==> src/rtl/svs_pkg.sv <==
package svs_pkg;

    parameter int unsigned IDX_W    = 5;
    parameter int unsigned LEN_W    = 3;
    parameter int unsigned STRIDE_W = 2;
    parameter int unsigned SGL_BANK = 8;
    parameter int unsigned DBL_BANK = 4;

    typedef logic [IDX_W-1:0]    vidx_t;
    typedef logic [LEN_W-1:0]    vlen_t;
    typedef logic [STRIDE_W-1:0] vstride_t;

    // low bits select within a bank, high bits select the bank
    localparam vidx_t SGL_LO = vidx_t'(SGL_BANK - 1);
    localparam vidx_t SGL_HI = ~SGL_LO;
    localparam vidx_t DBL_LO = vidx_t'(DBL_BANK - 1);
    localparam vidx_t DBL_HI = vidx_t'((1 << (IDX_W - 1)) - 1) & ~DBL_LO;

    typedef enum logic [1:0] {
        OPK_DUAL   = 2'd0,
        OPK_MONO   = 2'd1,
        OPK_SCALAR = 2'd2,
        OPK_RSVD   = 2'd3
    } opk_e;

    typedef struct packed {
        logic     dbl;
        opk_e     opk;
        vidx_t    dst;
        vidx_t    src_a;
        vidx_t    src_b;
        vlen_t    len;
        vstride_t stride;
    } svs_cmd_t;

    typedef struct packed {
        vidx_t hi_mask;
        vidx_t lo_mask;
        vidx_t step;
        vlen_t last_pos;
        logic  adv_a;
        logic  adv_b;
        logic  replicate;
    } svs_plan_t;

    function automatic vidx_t bank_hi(input logic dbl);
        return dbl ? DBL_HI : SGL_HI;
    endfunction

    function automatic vidx_t bank_lo(input logic dbl);
        return dbl ? DBL_LO : SGL_LO;
    endfunction

    function automatic vidx_t elem_step(input logic dbl, input vstride_t stride);
        vstride_t half;
        half = stride >> 1;
        return dbl ? (vidx_t'(half) + vidx_t'(1)) : (vidx_t'(stride) + vidx_t'(1));
    endfunction

    function automatic vidx_t next_idx(input vidx_t r, input vidx_t step,
                                       input vidx_t lo, input vidx_t hi);
        return ((r + step) & lo) | (r & hi);
    endfunction

endpackage

==> src/rtl/svs_plan_dec.sv <==
module svs_plan_dec
    import svs_pkg::*;
(
    input  svs_cmd_t  cmd,
    output svs_plan_t plan
);
    logic is_vec;
    logic b_fixed;
    vidx_t hi;

    always_comb begin
        hi      = bank_hi(cmd.dbl);
        b_fixed = (cmd.src_b & hi) == '0;
        is_vec  = ((cmd.opk == OPK_DUAL) || (cmd.opk == OPK_MONO))
                  && (cmd.len != '0) && ((cmd.dst & hi) != '0);

        plan.hi_mask   = hi;
        plan.lo_mask   = bank_lo(cmd.dbl);
        plan.step      = elem_step(cmd.dbl, cmd.stride);
        plan.last_pos  = is_vec ? cmd.len : '0;
        plan.adv_a     = (cmd.opk == OPK_DUAL);
        plan.adv_b     = !b_fixed;
        plan.replicate = is_vec && (cmd.opk == OPK_MONO) && b_fixed;
    end
endmodule

==> src/rtl/svs_idx_lane.sv <==
module svs_idx_lane
    import svs_pkg::*;
(
    input  vidx_t cur,
    input  vidx_t step,
    input  vidx_t lo_mask,
    input  vidx_t hi_mask,
    input  logic  en,
    output vidx_t nxt
);
    always_comb begin
        nxt = en ? next_idx(cur, step, lo_mask, hi_mask) : cur;
    end
endmodule

==> src/rtl/svs_elem_ctr.sv <==
module svs_elem_ctr
    import svs_pkg::*;
(
    input  logic  clk,
    input  logic  rst,
    input  logic  load,
    input  vlen_t load_val,
    input  logic  dec,
    output logic  is_last
);
    vlen_t remain;

    always_ff @(posedge clk) begin
        if (rst) begin
            remain <= '0;
        end else if (load) begin
            remain <= load_val;
        end else if (dec) begin
            remain <= remain - vlen_t'(1);
        end
    end

    assign is_last = (remain == '0);

    // never step past the final element
    assert_no_underflow_R4: assert property (@(posedge clk) disable iff (rst)
        dec |-> (remain != '0));
endmodule

==> src/rtl/svs_index_seq.sv <==
module svs_index_seq
    import svs_pkg::*;
(
    input  logic             clk,
    input  logic             rst,
    input  logic             cmd_valid,
    output logic             cmd_ready,
    input  logic             cmd_double,
    input  logic [1:0]       cmd_op_kind,
    input  logic [IDX_W-1:0] cmd_dst,
    input  logic [IDX_W-1:0] cmd_src_a,
    input  logic [IDX_W-1:0] cmd_src_b,
    input  logic [LEN_W-1:0] cmd_len,
    input  logic [STRIDE_W-1:0] cmd_stride,
    output logic             out_valid,
    input  logic             out_ready,
    output logic [IDX_W-1:0] out_dst,
    output logic [IDX_W-1:0] out_src_a,
    output logic [IDX_W-1:0] out_src_b,
    output logic             out_compute,
    output logic             out_last
);
    localparam int unsigned LANES = 3;
    localparam int unsigned L_DST = 0;
    localparam int unsigned L_A   = 1;
    localparam int unsigned L_B   = 2;

    svs_cmd_t  cmd_in;
    svs_plan_t plan_d;
    svs_plan_t plan_q;
    logic      busy;
    logic      comp_q;
    vidx_t     cur_q [LANES];
    vidx_t     nxt   [LANES];
    logic [LANES-1:0] lane_en;
    logic      accept;
    logic      fire;
    logic      last;

    always_comb begin
        cmd_in.dbl    = cmd_double;
        cmd_in.opk    = opk_e'(cmd_op_kind);
        cmd_in.dst    = cmd_dst;
        cmd_in.src_a  = cmd_src_a;
        cmd_in.src_b  = cmd_src_b;
        cmd_in.len    = cmd_len;
        cmd_in.stride = cmd_stride;
    end

    svs_plan_dec u_dec (
        .cmd  (cmd_in),
        .plan (plan_d)
    );

    assign accept  = cmd_valid && !busy;
    assign fire    = busy && out_ready;
    assign lane_en = {plan_q.adv_b, plan_q.adv_a, 1'b1};

    generate
        for (genvar g = 0; g < LANES; g++) begin : g_lane
            svs_idx_lane u_lane (
                .cur     (cur_q[g]),
                .step    (plan_q.step),
                .lo_mask (plan_q.lo_mask),
                .hi_mask (plan_q.hi_mask),
                .en      (lane_en[g]),
                .nxt     (nxt[g])
            );
        end
    endgenerate

    svs_elem_ctr u_ctr (
        .clk      (clk),
        .rst      (rst),
        .load     (accept),
        .load_val (plan_d.last_pos),
        .dec      (fire && !last),
        .is_last  (last)
    );

    always_ff @(posedge clk) begin
        if (rst) begin
            busy   <= 1'b0;
            comp_q <= 1'b0;
            plan_q <= '0;
            for (int i = 0; i < LANES; i++) cur_q[i] <= '0;
        end else if (accept) begin
            busy         <= 1'b1;
            comp_q       <= 1'b1;
            plan_q       <= plan_d;
            cur_q[L_DST] <= cmd_dst;
            cur_q[L_A]   <= cmd_src_a;
            cur_q[L_B]   <= cmd_src_b;
        end else if (fire) begin
            if (last) begin
                busy <= 1'b0;
            end else begin
                comp_q <= !plan_q.replicate;
                for (int i = 0; i < LANES; i++) cur_q[i] <= nxt[i];
            end
        end
    end

    assign cmd_ready   = !busy;
    assign out_valid   = busy;
    assign out_dst     = cur_q[L_DST];
    assign out_src_a   = cur_q[L_A];
    assign out_src_b   = cur_q[L_B];
    assign out_compute = comp_q;
    assign out_last    = busy && last;

    assert_first_tuple_R1: assert property (@(posedge clk) disable iff (rst)
        (cmd_valid && cmd_ready) |=> out_valid);

    assert_drop_after_last_R4: assert property (@(posedge clk) disable iff (rst)
        (out_valid && out_ready && out_last) |=> !out_valid);

    assert_bank_kept_R6: assert property (@(posedge clk) disable iff (rst)
        (out_valid && out_ready && !out_last)
        |=> ((out_dst & plan_q.hi_mask) == $past(out_dst & plan_q.hi_mask)));

    assert_replicate_write_R9: assert property (@(posedge clk) disable iff (rst)
        (out_valid && out_ready && !out_last && plan_q.replicate)
        |=> (!out_compute && $stable(out_src_b)));

    assert_hold_stall_R10: assert property (@(posedge clk) disable iff (rst)
        (out_valid && !out_ready)
        |=> (out_valid && $stable(out_dst) && $stable(out_src_a)
             && $stable(out_src_b) && $stable(out_last) && $stable(out_compute)));
endmodule

==> config.mk <==
export PLATFORM = sky130hd
export DESIGN_NAME = svs_index_seq
export DESIGN_NICKNAME = d
export VERILOG_FILES = /design/src/rtl/svs_pkg.sv /design/src/rtl/svs_plan_dec.sv /design/src/rtl/svs_idx_lane.sv /design/src/rtl/svs_elem_ctr.sv /design/src/rtl/svs_index_seq.sv
export SDC_FILE = /design/constraint.sdc
export NUM_CORES = 1
export LEC_CHECK = 0
export CAP_MARGIN = 10
export CORE_UTILIZATION = 35
export CTS_CLUSTER_DIAMETER = 50
export DETAILED_ROUTE_END_ITERATION = 10
export GPL_TIMING_DRIVEN = 0
export SLEW_MARGIN = 25
export SYNTH_ARGS = -nofsm -noshare
export SYNTH_HDL_FRONTEND = slang
export SYNTH_HIERARCHICAL = 1
export SYNTH_SLANG_ARGS = --single-unit
==> constraint.sdc <==
create_clock -name clk -period 2.9 [get_ports clk]
set_input_delay 0.58 -clock clk [delete_from_list [all_inputs] [get_ports clk]]
set_output_delay 0.58 -clock clk [all_outputs]
set_load 0.005 [all_outputs]
---- Word level (Yosys, flattened, before mapping) ----
Memory sizes are Yosys's and may differ from the RTL's.
Index checks and enable logic that the tools add are counted.
storage, ports and cells
  memories ................................ 1
  bits of input ports ..................... 27
  output and inout bits ................... 19
  memory bits (writable) .................. 15
  register bits after elaboration ......... 23
  logic and storage cells ................. 88
memory list
  name   depth  bits a word  rd ports  clocked after Yosys merged registers in  write ports  line                 source
  cur_q  3      5            3         0                                        3            svs_index_seq.sv:33  vidx_t cur_q [LANES];
operators by class
  multiplexer cells ....................... 30
  bitwise operators ....................... 17
  equal/unequal tests ..................... 2
  reductions and logical operators ........ 23
  add/sub/neg operators ................... 6
operators with widths
  kind                                                                 count
  5-bit two-way mux                                                    10
  5-bit AND                                                            8
  1-bit two-way mux                                                    16
  5-bit adder                                                          3
  5-bit bitwise OR                                                     3
  3-bit two-way mux                                                    4
  1-bit logical AND                                                    8
  1-bit bitwise OR                                                     6
  2-bit nonzero test                                                   3
  5-bit logical NOT                                                    1
  5-bit nonzero test                                                   1
  1-bit logical NOT                                                    4
  2-bit AND reduction                                                  2
  2-bit by 1-bit adder with 3-bit output (second input constant)       1
  3-bit logical NOT                                                    1
  3-bit nonzero test                                                   1
  3-bit by 1-bit subtractor with 3-bit output (second input constant)  1
  1-bit by 1-bit adder with 2-bit output (second input constant)       1
  2-bit by 1-bit == test with 1-bit output (second input constant)     1
  2-bit logical NOT                                                    1
  2-bit inequality test (second input constant)                        1
  1-bit logical OR                                                     1

---- Logic depth before layout (Yosys ltp) ----
Gate-level depths: netlist (run 1).
  depth after elaboration ................. 7
  mapped depth ............................ 8
  mapped depth without buffers ............ 8

---- By module ----
Netlist (run 1), hierarchy kept.
modules (own cells, without submodules)
  module         cells each  times used  sequential area each (um^2)  area an instance (um^2)
  svs_index_seq  126         1           850.8                        1363.8
  svs_idx_lane   35          3           0.0                          259.0
  svs_plan_dec   30          1           0.0                          221.5
  svs_elem_ctr   21          1           60.1                         183.9

---- Worst setup path after synthesis (run 1) ----
OpenSTA, ideal clock, no wires.
  path kind ............................... register to register
  from .................................... memory cur_q[0][5] (netlist bit)
  to ...................................... memory cur_q[0][9] (netlist bit), data pin
  clock period less this slack ............ 2.029 ns
  buffers on the path ..................... 0
  cell stages (with the launch flop) ...... 9
  library setup time ...................... 0.256 ns
  required time ........................... 2.644 ns
  arrival ................................. 1.773 ns
  path slack .............................. 0.871 ns
  path through ............................ edfxtp_1 > ha_1 > inv_1 > fa_1 > nand2b_4 > o2bb2ai_2 > mux2_1 > o311ai_2 > a22o_1
RTL lines
  item                line
  start: declaration  svs_index_seq.sv:33

---- Worst setup path in the final report (run 1) ----
  from .................................... register u_ctr.remain[0]
  to ...................................... output port out_last
on the way
  longest elaborated chain between the ends .. 2
ends and longest elaborated chain
  item                      line                  source
  start: declaration        svs_elem_ctr.sv:11    vlen_t remain;
  start signal: assignment  svs_elem_ctr.sv:17    remain <= load_val;
  start signal: assignment  svs_elem_ctr.sv:19    remain <= remain - vlen_t'(1);
  3-bit logical NOT         svs_elem_ctr.sv:23    assign is_last = (remain == '0);
  via last                  svs_index_seq.sv:38   logic last;
  1-bit logical AND         svs_index_seq.sv:110  assign out_last = busy && last;
  end: declaration          svs_index_seq.sv:21   output logic out_last
The timed path passes the listed nets, and every way through them passes these cells.

==> run metrics, run 1 <==
status completed; CP required 2.32 ns; Root Driver clkbuf_8; CTS hold repair buffers 0; worst path cell trace inv_1, ha_1, ha_1, and2_2, clkdlybuf4s50_1; clk sinks 38; fmax 0.435 GHz; cell count after synthesis 282; complex-gate fraction of the synthesized area 0.205; cts bufs inserted 5; vias in the first global route 2,075; Total Neg Setup Slack 0 ns; Starting Density 0.369; top_reg_cell synth dfxtp_1; area share of fa/ha/maj cells after synthesis 0.0973; clk slew on worst S/H paths 0.08 ns; critical path class flip-flop to output port; CP arrival 1.72 ns; drt drc 0; initial antenna violation count 0; Final nets around 400; GPL Wtd Cong approximately 0.82; XOR/XNOR Fraction of Synth Area 0.0241; Syn. warnings 6; largest net degree at the start of global routing 16; EDFF count, synth 15; largest cells by area after synthesis dfxtp_1 18%, edfxtp_1 18%, nand2_1 8.0%, ha_1 7.4%, a21oi_1 4.5%; worst skew pair latency approximately 0.29 ns; CP max stage cell clkdlybuf4s50_1; Async SR Flop Fraction 0; diode count 0; final-report max-slew violation count 0; Fin. Hold Viols 0; post-route ant nets 0; post-route cell area between 3000 and 4000 µm²; worst hold slack 0.465 ns; CTS tree built; max_slew headroom 0.498; global-route wire length before repair about 10 mm; final setup vio count 0; area grow syn2layout 27.9%; wire per inst 14.0 µm; worst vdd ir 0.194 mV; Total GRT Usage 0.173; Post-Syn Area approximately 2500 µm²; Post-Route WL 6.20 mm; pwr/cell area 421 nW/µm²; area share of the largest cell type after synthesis 0.181; fraction of layout cells with a size suffix above 1 0.139; CORE AREA ~6900 µm²; Reg2Reg Depth 8; sequential-to-total area share from yosys stat 0.358; post-CTS sizing 0; violation count after the first detailed-routing iteration around 80; CP dominant cell by count ha_1; boundary pin count 46; final core utilization 0.471; Avg Inst Size Synth 9.03 µm²; HP Class flip-flop to flip-flop; Critical Path End Type output port; Die W slightly below 90 µm; CTS H-tree depth 2; Yosys reg bits 38; Synth area leader dfxtp_1; Max FO, Critical Path 3; Placed Area 3150 µm²; Max Clock Skew 0.00446 ns; final period utilization 0.793; via count 2,143; RSZ-0062 raised after global routing false; min Tclk post-route 2.30 ns; crit-path max cell delay about 0.44 ns; die height 87.3 µm; DRT Pass-1 Iters 4; largest family of logic cells by synthesized area compound AO/OA/AOI/OAI gates; PortBufs 44; Post-CTS Setup Bufs 0; gr ovfl total 0; Yosys cell types 44; clock tree buffer depth 2; hold path depth 1; Tightest Pin Transition 0.753 ns; startpoint types flip-flop; Leakage 1.34 nW; post-synthesis simple-gate area fraction 0.196; die area 7620 µm²; Max-cap violations 0; Detail Placement HPWL ~4.7 mm; row cnt 30; mux share of post-synthesis cell area 0.0256; vias per cell 4.85
[logic make-up (layout without fill, tap and decap cells)]
kind of cell,after synthesis,in the layout
and+or+nand+nor,97,97
AOI/OAI and AO/OA,73,73
buffers and inverters,40,92
DFF,38,38
adders and majority gates,18,18
xor gates and xnor gates,7,7
muxes,6,6
other,3,15
[sequential cells by signal (all words and copies together) (netlist names)]
register,count
lane_en,2
cur_q,15
out_valid,1
out_compute,1
plan_q,16
u_ctr/remain,3
[worst max-delay path, delay by kind of cell (launching register included)]
| kind | cells | cell delay, ns |
|---|---|---|
| simple gates | 1 | 0.19 |
| flops | 1 | 0.35 |
| buf+inv | 2 | 0.49 |
| fa+ha+maj | 2 | 0.39 |
[worst paths after layout]
kind              startpoint          end  slack [ns]
max          u_ctr/remain[0]     out_last        0.60
min                plan_q[0]  out_compute        0.46
min reg2reg        plan_q[0]  out_compute        0.46
max reg2reg        plan_q[6]  cur_q[0][9]        0.73
[per-stage QoR]
stage | cells | worst slack (ns) | total power, W
2_1_floorplan | 294 | 0.871 | 0.000822
3_3_place_gp | 434 | 0.528 | 0.000954
3_5_place_dp | 434 | 0.495 | 0.000962
4_1_cts | 442 | 0.580 | 0.00139
5_1_grt | 442 | 0.527 | 0.00144
6_report | 442 | 0.602 | 0.00137
[cells in the mapped netlist, types with 4 or more instances]
| cell type | count |
|---|---|
| nor2_1 | 8 |
| buf_4 | 15 |
| a21oi_1 | 23 |
| and2_1 | 5 |
| ha_1 | 15 |
| dfxtp_1 | 23 |
| nand3_1 | 6 |
| edfxtp_1 | 15 |
| a22o_1 | 10 |
| xor2_1 | 6 |
| o21ai_0 | 18 |
| a22o_2 | 5 |
| nand2_1 | 54 |
| mux2_1 | 4 |
| inv_1 | 19 |
| nand2b_4 | 4 |
[power by group]
group | switching [W] | internal, W | total (W) | leakage (nW)
clock network | 0.000204 | 0.000219 | 0.000422 | 0.0561
registers | 0.0000486 | 0.000598 | 0.000647 | 0.352
logic | 0.000137 | 0.000166 | 0.000303 | 0.934
total | 0.000389 | 0.000983 | 0.00137 | 1.34
[layer usage]
layer	GRT usage	vias to the layer above	wire (µm)
li1	-	1079	-
met3	0.0284	10	400
met4	0.0537	0	80
met1	0.218	992	2730
met5	0	-	0
met2	0.300	62	2990
[cell type report]
type / count / area [µm²]
buffer: 20 / 154
clock buffer: 6 / 93.8
clock inverter: 2 / 10.0
fill: 707 / 3650
inverter: 20 / 75.1
multi-input combinational: 216 / 1450
sequential: 38 / 911
tap: 96 / 120
timing repair buffer: 44 / 440
[cell usage in the layout (no fill, tap or decap), types with 3 or more instances in the layout]
master	instances
a21o_1	3
a21oi_1	23
a22o_1	10
a22o_2	5
and2_1	5
buf_4	15
buf_6	3
clkbuf_8	5
clkdlybuf4s50_1	44
conb_1	15
dfxtp_1	23
edfxtp_1	15
fa_1	3
ha_1	15
inv_1	19
mux2_1	4
nand2_1	54
nand2b_1	3
nand2b_4	4
nand3_1	6
nand3b_1	3
nand4_1	3
nor2_1	8
o21ai_0	18
o21ai_1	3
o2bb2ai_2	3
o311ai_2	3
xor2_1	6
(Power assumes the default switching activity.)
==> run 2, diff against run 1 <==
clock period = 1.9 ns   (was 2.9 ns; I/O delays follow)
==> run 2 against run 1 <==
Compared with the run above:
- the flow now finishes with violations (setup timing)
- clock skew grew 0.0040 ns
- non-clock buffer count grew 5
- total power grew 52%
- critical endpoint is now cur_q[0][14]
==> run metrics, run 2 (synthesized netlist as in run 1, its figures left out) <==
Tightest Pin Transition 0.599 ns (-0.153 ns); die height 87.3 µm (unchanged); DR top layer met4; gr ovfl total 0 (unchanged); commonest non-fill, non-tap cell in the layout nand2_1; CP required 1.96 ns (-0.36 ns); vias per cell 4.83 (-0.43%); violation count after the first detailed-routing iteration 81 (unchanged); global-route wire length before repair 10.2 mm (+2.2%); final core utilization 0.488 (+0.0167); initial antenna violation count 0 (unchanged); CTS H-tree depth 2 (unchanged); post-route cell area 3370 µm² (+3.5%); worst vdd ir 0.344 mV (+78%); PortBufs 44 (unchanged); CTS tree built; failing checks setup timing; Total GRT Usage 0.176 (+0.00313); Die W 87.3 µm (unchanged); worst skew pair latency 0.30 ns (about the same); min Tclk post-route 2.04 ns; # fillers 698 (-1.3%); Leakage 1.38 nW (+3.2%); WL met3 313 µm (-22%); clock tree buffer depth 2 (unchanged); biggest regs plan_q: 16 flops, cur_q: 15 flops, u_ctr/remain: 3 flops; largest net degree at the start of global routing 16 (unchanged); clk slew on worst S/H paths 0.08 ns (about the same); critical path class flip-flop to flip-flop; largest reg by FF count plan_q; final-report max-slew violation count 0 (unchanged); CTS hold repair buffers 0 (unchanged); boundary pin count 46 (unchanged); die area 7620 µm² (unchanged); routed length on met2 3.01 mm (+0.64%); Placed Area 3180 µm² (+0.87%); status finished, violations left; Setup WS post-layout -0.136 ns (-0.737 ns); Critical Path End Type flip-flop; pwr/cell area 618 nW/µm² (+47%); Max FO, Critical Path 2 (-1); cts bufs inserted 5 (unchanged); wire per inst 14.0 µm (-0.19%); DRT Pass-1 Iters 4 (unchanged); final period utilization 1.07; via count 2,158 (+0.70%); row cnt 30 (unchanged); GPL Wtd Cong 0.799 (-2.3%); vias in the first global route 2,131 (+2.7%); startpoint types flip-flop; CP arrival 2.10 ns (+0.38 ns); diode count 0 (unchanged); clk sinks 38 (unchanged); max reg flops 16 (unchanged); Root Driver clkbuf_8; post-route ant nets 0 (unchanged); Final nets 395 (+1.3%); Detail Placement HPWL 4.73 mm (+0.24%); Fin. Hold Viols 0 (unchanged); RSZ-0062 raised after global routing true; Pwr Total 0.00208 W (+52%); Max-cap violations 0 (unchanged); drt drc 0 (unchanged); fraction of layout cells with a size suffix above 1 0.199 (+0.0607); area grow syn2layout 32.4%; CORE AREA 6910 µm² (unchanged); metal1 wirelength 2.88 mm (+5.6%); Max Clock Skew 0.00849 ns (+0.00403 ns); final setup vio count 3 (+3); Post-Route WL 6.26 mm (+0.94%); Starting Density 0.369 (unchanged); fmax 0.491 GHz; HP Class primary input to flip-flop; max_slew headroom 0.599 (+0.101); most frequent cells in the layout 54 x nand2_1, 43 x clkdlybuf4s50_1, 21 x a21oi_1
==> run 2: changes by cell type in the layout (fill, tap and decap cells not counted), sizes merged <==
cell	change
buf	+5
clkinv	-1
clkbuf	+1
clkdlybuf4s50	-1
dlygate4sd2	+1
==> run 2: layer usage <==
layer  track usage  up-vias
met3        0.0351        7
li1              -     1094
met5             0        -
met4        0.0611        0
met2         0.304       51
met1         0.217     1006
==> run 2: per-stage QoR <==
step | hold WS (ns) | setup TNS, ns | std cells | setup WS, ns
after floorplan | 0.417 | -0.0998 | 294 | -0.0524
after global placement | 0.453 | -6.18 | 434 | -0.297
after detailed placement | 0.465 | -6.62 | 434 | -0.318
after CTS | 0.361 | -0.386 | 446 | -0.155
after global routing | 0.373 | -0.519 | 447 | -0.205
final | 0.370 | -0.329 | 447 | -0.136
==> run 2: where the power goes <==
group / switching, W / leakage (nW) / internal, W
combinational: 0.000217 / 0.982 / 0.000274
clock: 0.000310 / 0.0482 / 0.000293
sequential: 0.0000756 / 0.354 / 0.000913
==> run 2: critical path, cell delays in order (launching register included) <==
cell and delay [ns]:
edfxtp_1 0.42, ha_4 0.16, inv_1 0.04, fa_2 0.33, nand2b_4 0.15, o2bb2ai_2 0.14, mux2_4 0.20, o311ai_2 0.10
a22o_2 0.25
==> run 2: repair_timing <==
action                     in CTS  in global routing
pin swaps                       2                 10
setup buffers                   4                  1
resized for setup               8                  7
setup endpoints to repair      19                  6
==> run 2: layout make-up <==
| type | count | area [µm²] | share of cell area |
|---|---|---|---|
| inverters | 20 | 75.1 | 0.0223 |
| well taps | 96 | 120 | 0.0356 |
| clock buffers | 7 | 86.3 | 0.0256 |
| multi-input cells | 216 | 1540 | 0.455 |
| clock inverters | 1 | 5.00 | 0.00148 |
| plain buffers | 20 | 154 | 0.0457 |
| repair buffers | 49 | 477 | 0.141 |
| flip-flops and latches | 38 | 918 | 0.272 |
==> run 2: path summary, 6_finish.rpt <==
check | startpoint | endpoint | slack [ns] | cells after the start
min reg2reg | plan_q[0] | out_compute | 0.45 | 1
max reg2reg | cur_q[0][10] | cur_q[0][14] | -0.14 | 8
min | cmd_double | plan_q[18] | 0.37 | 3
max | cur_q[0][10] | cur_q[0][14] | -0.14 | 8
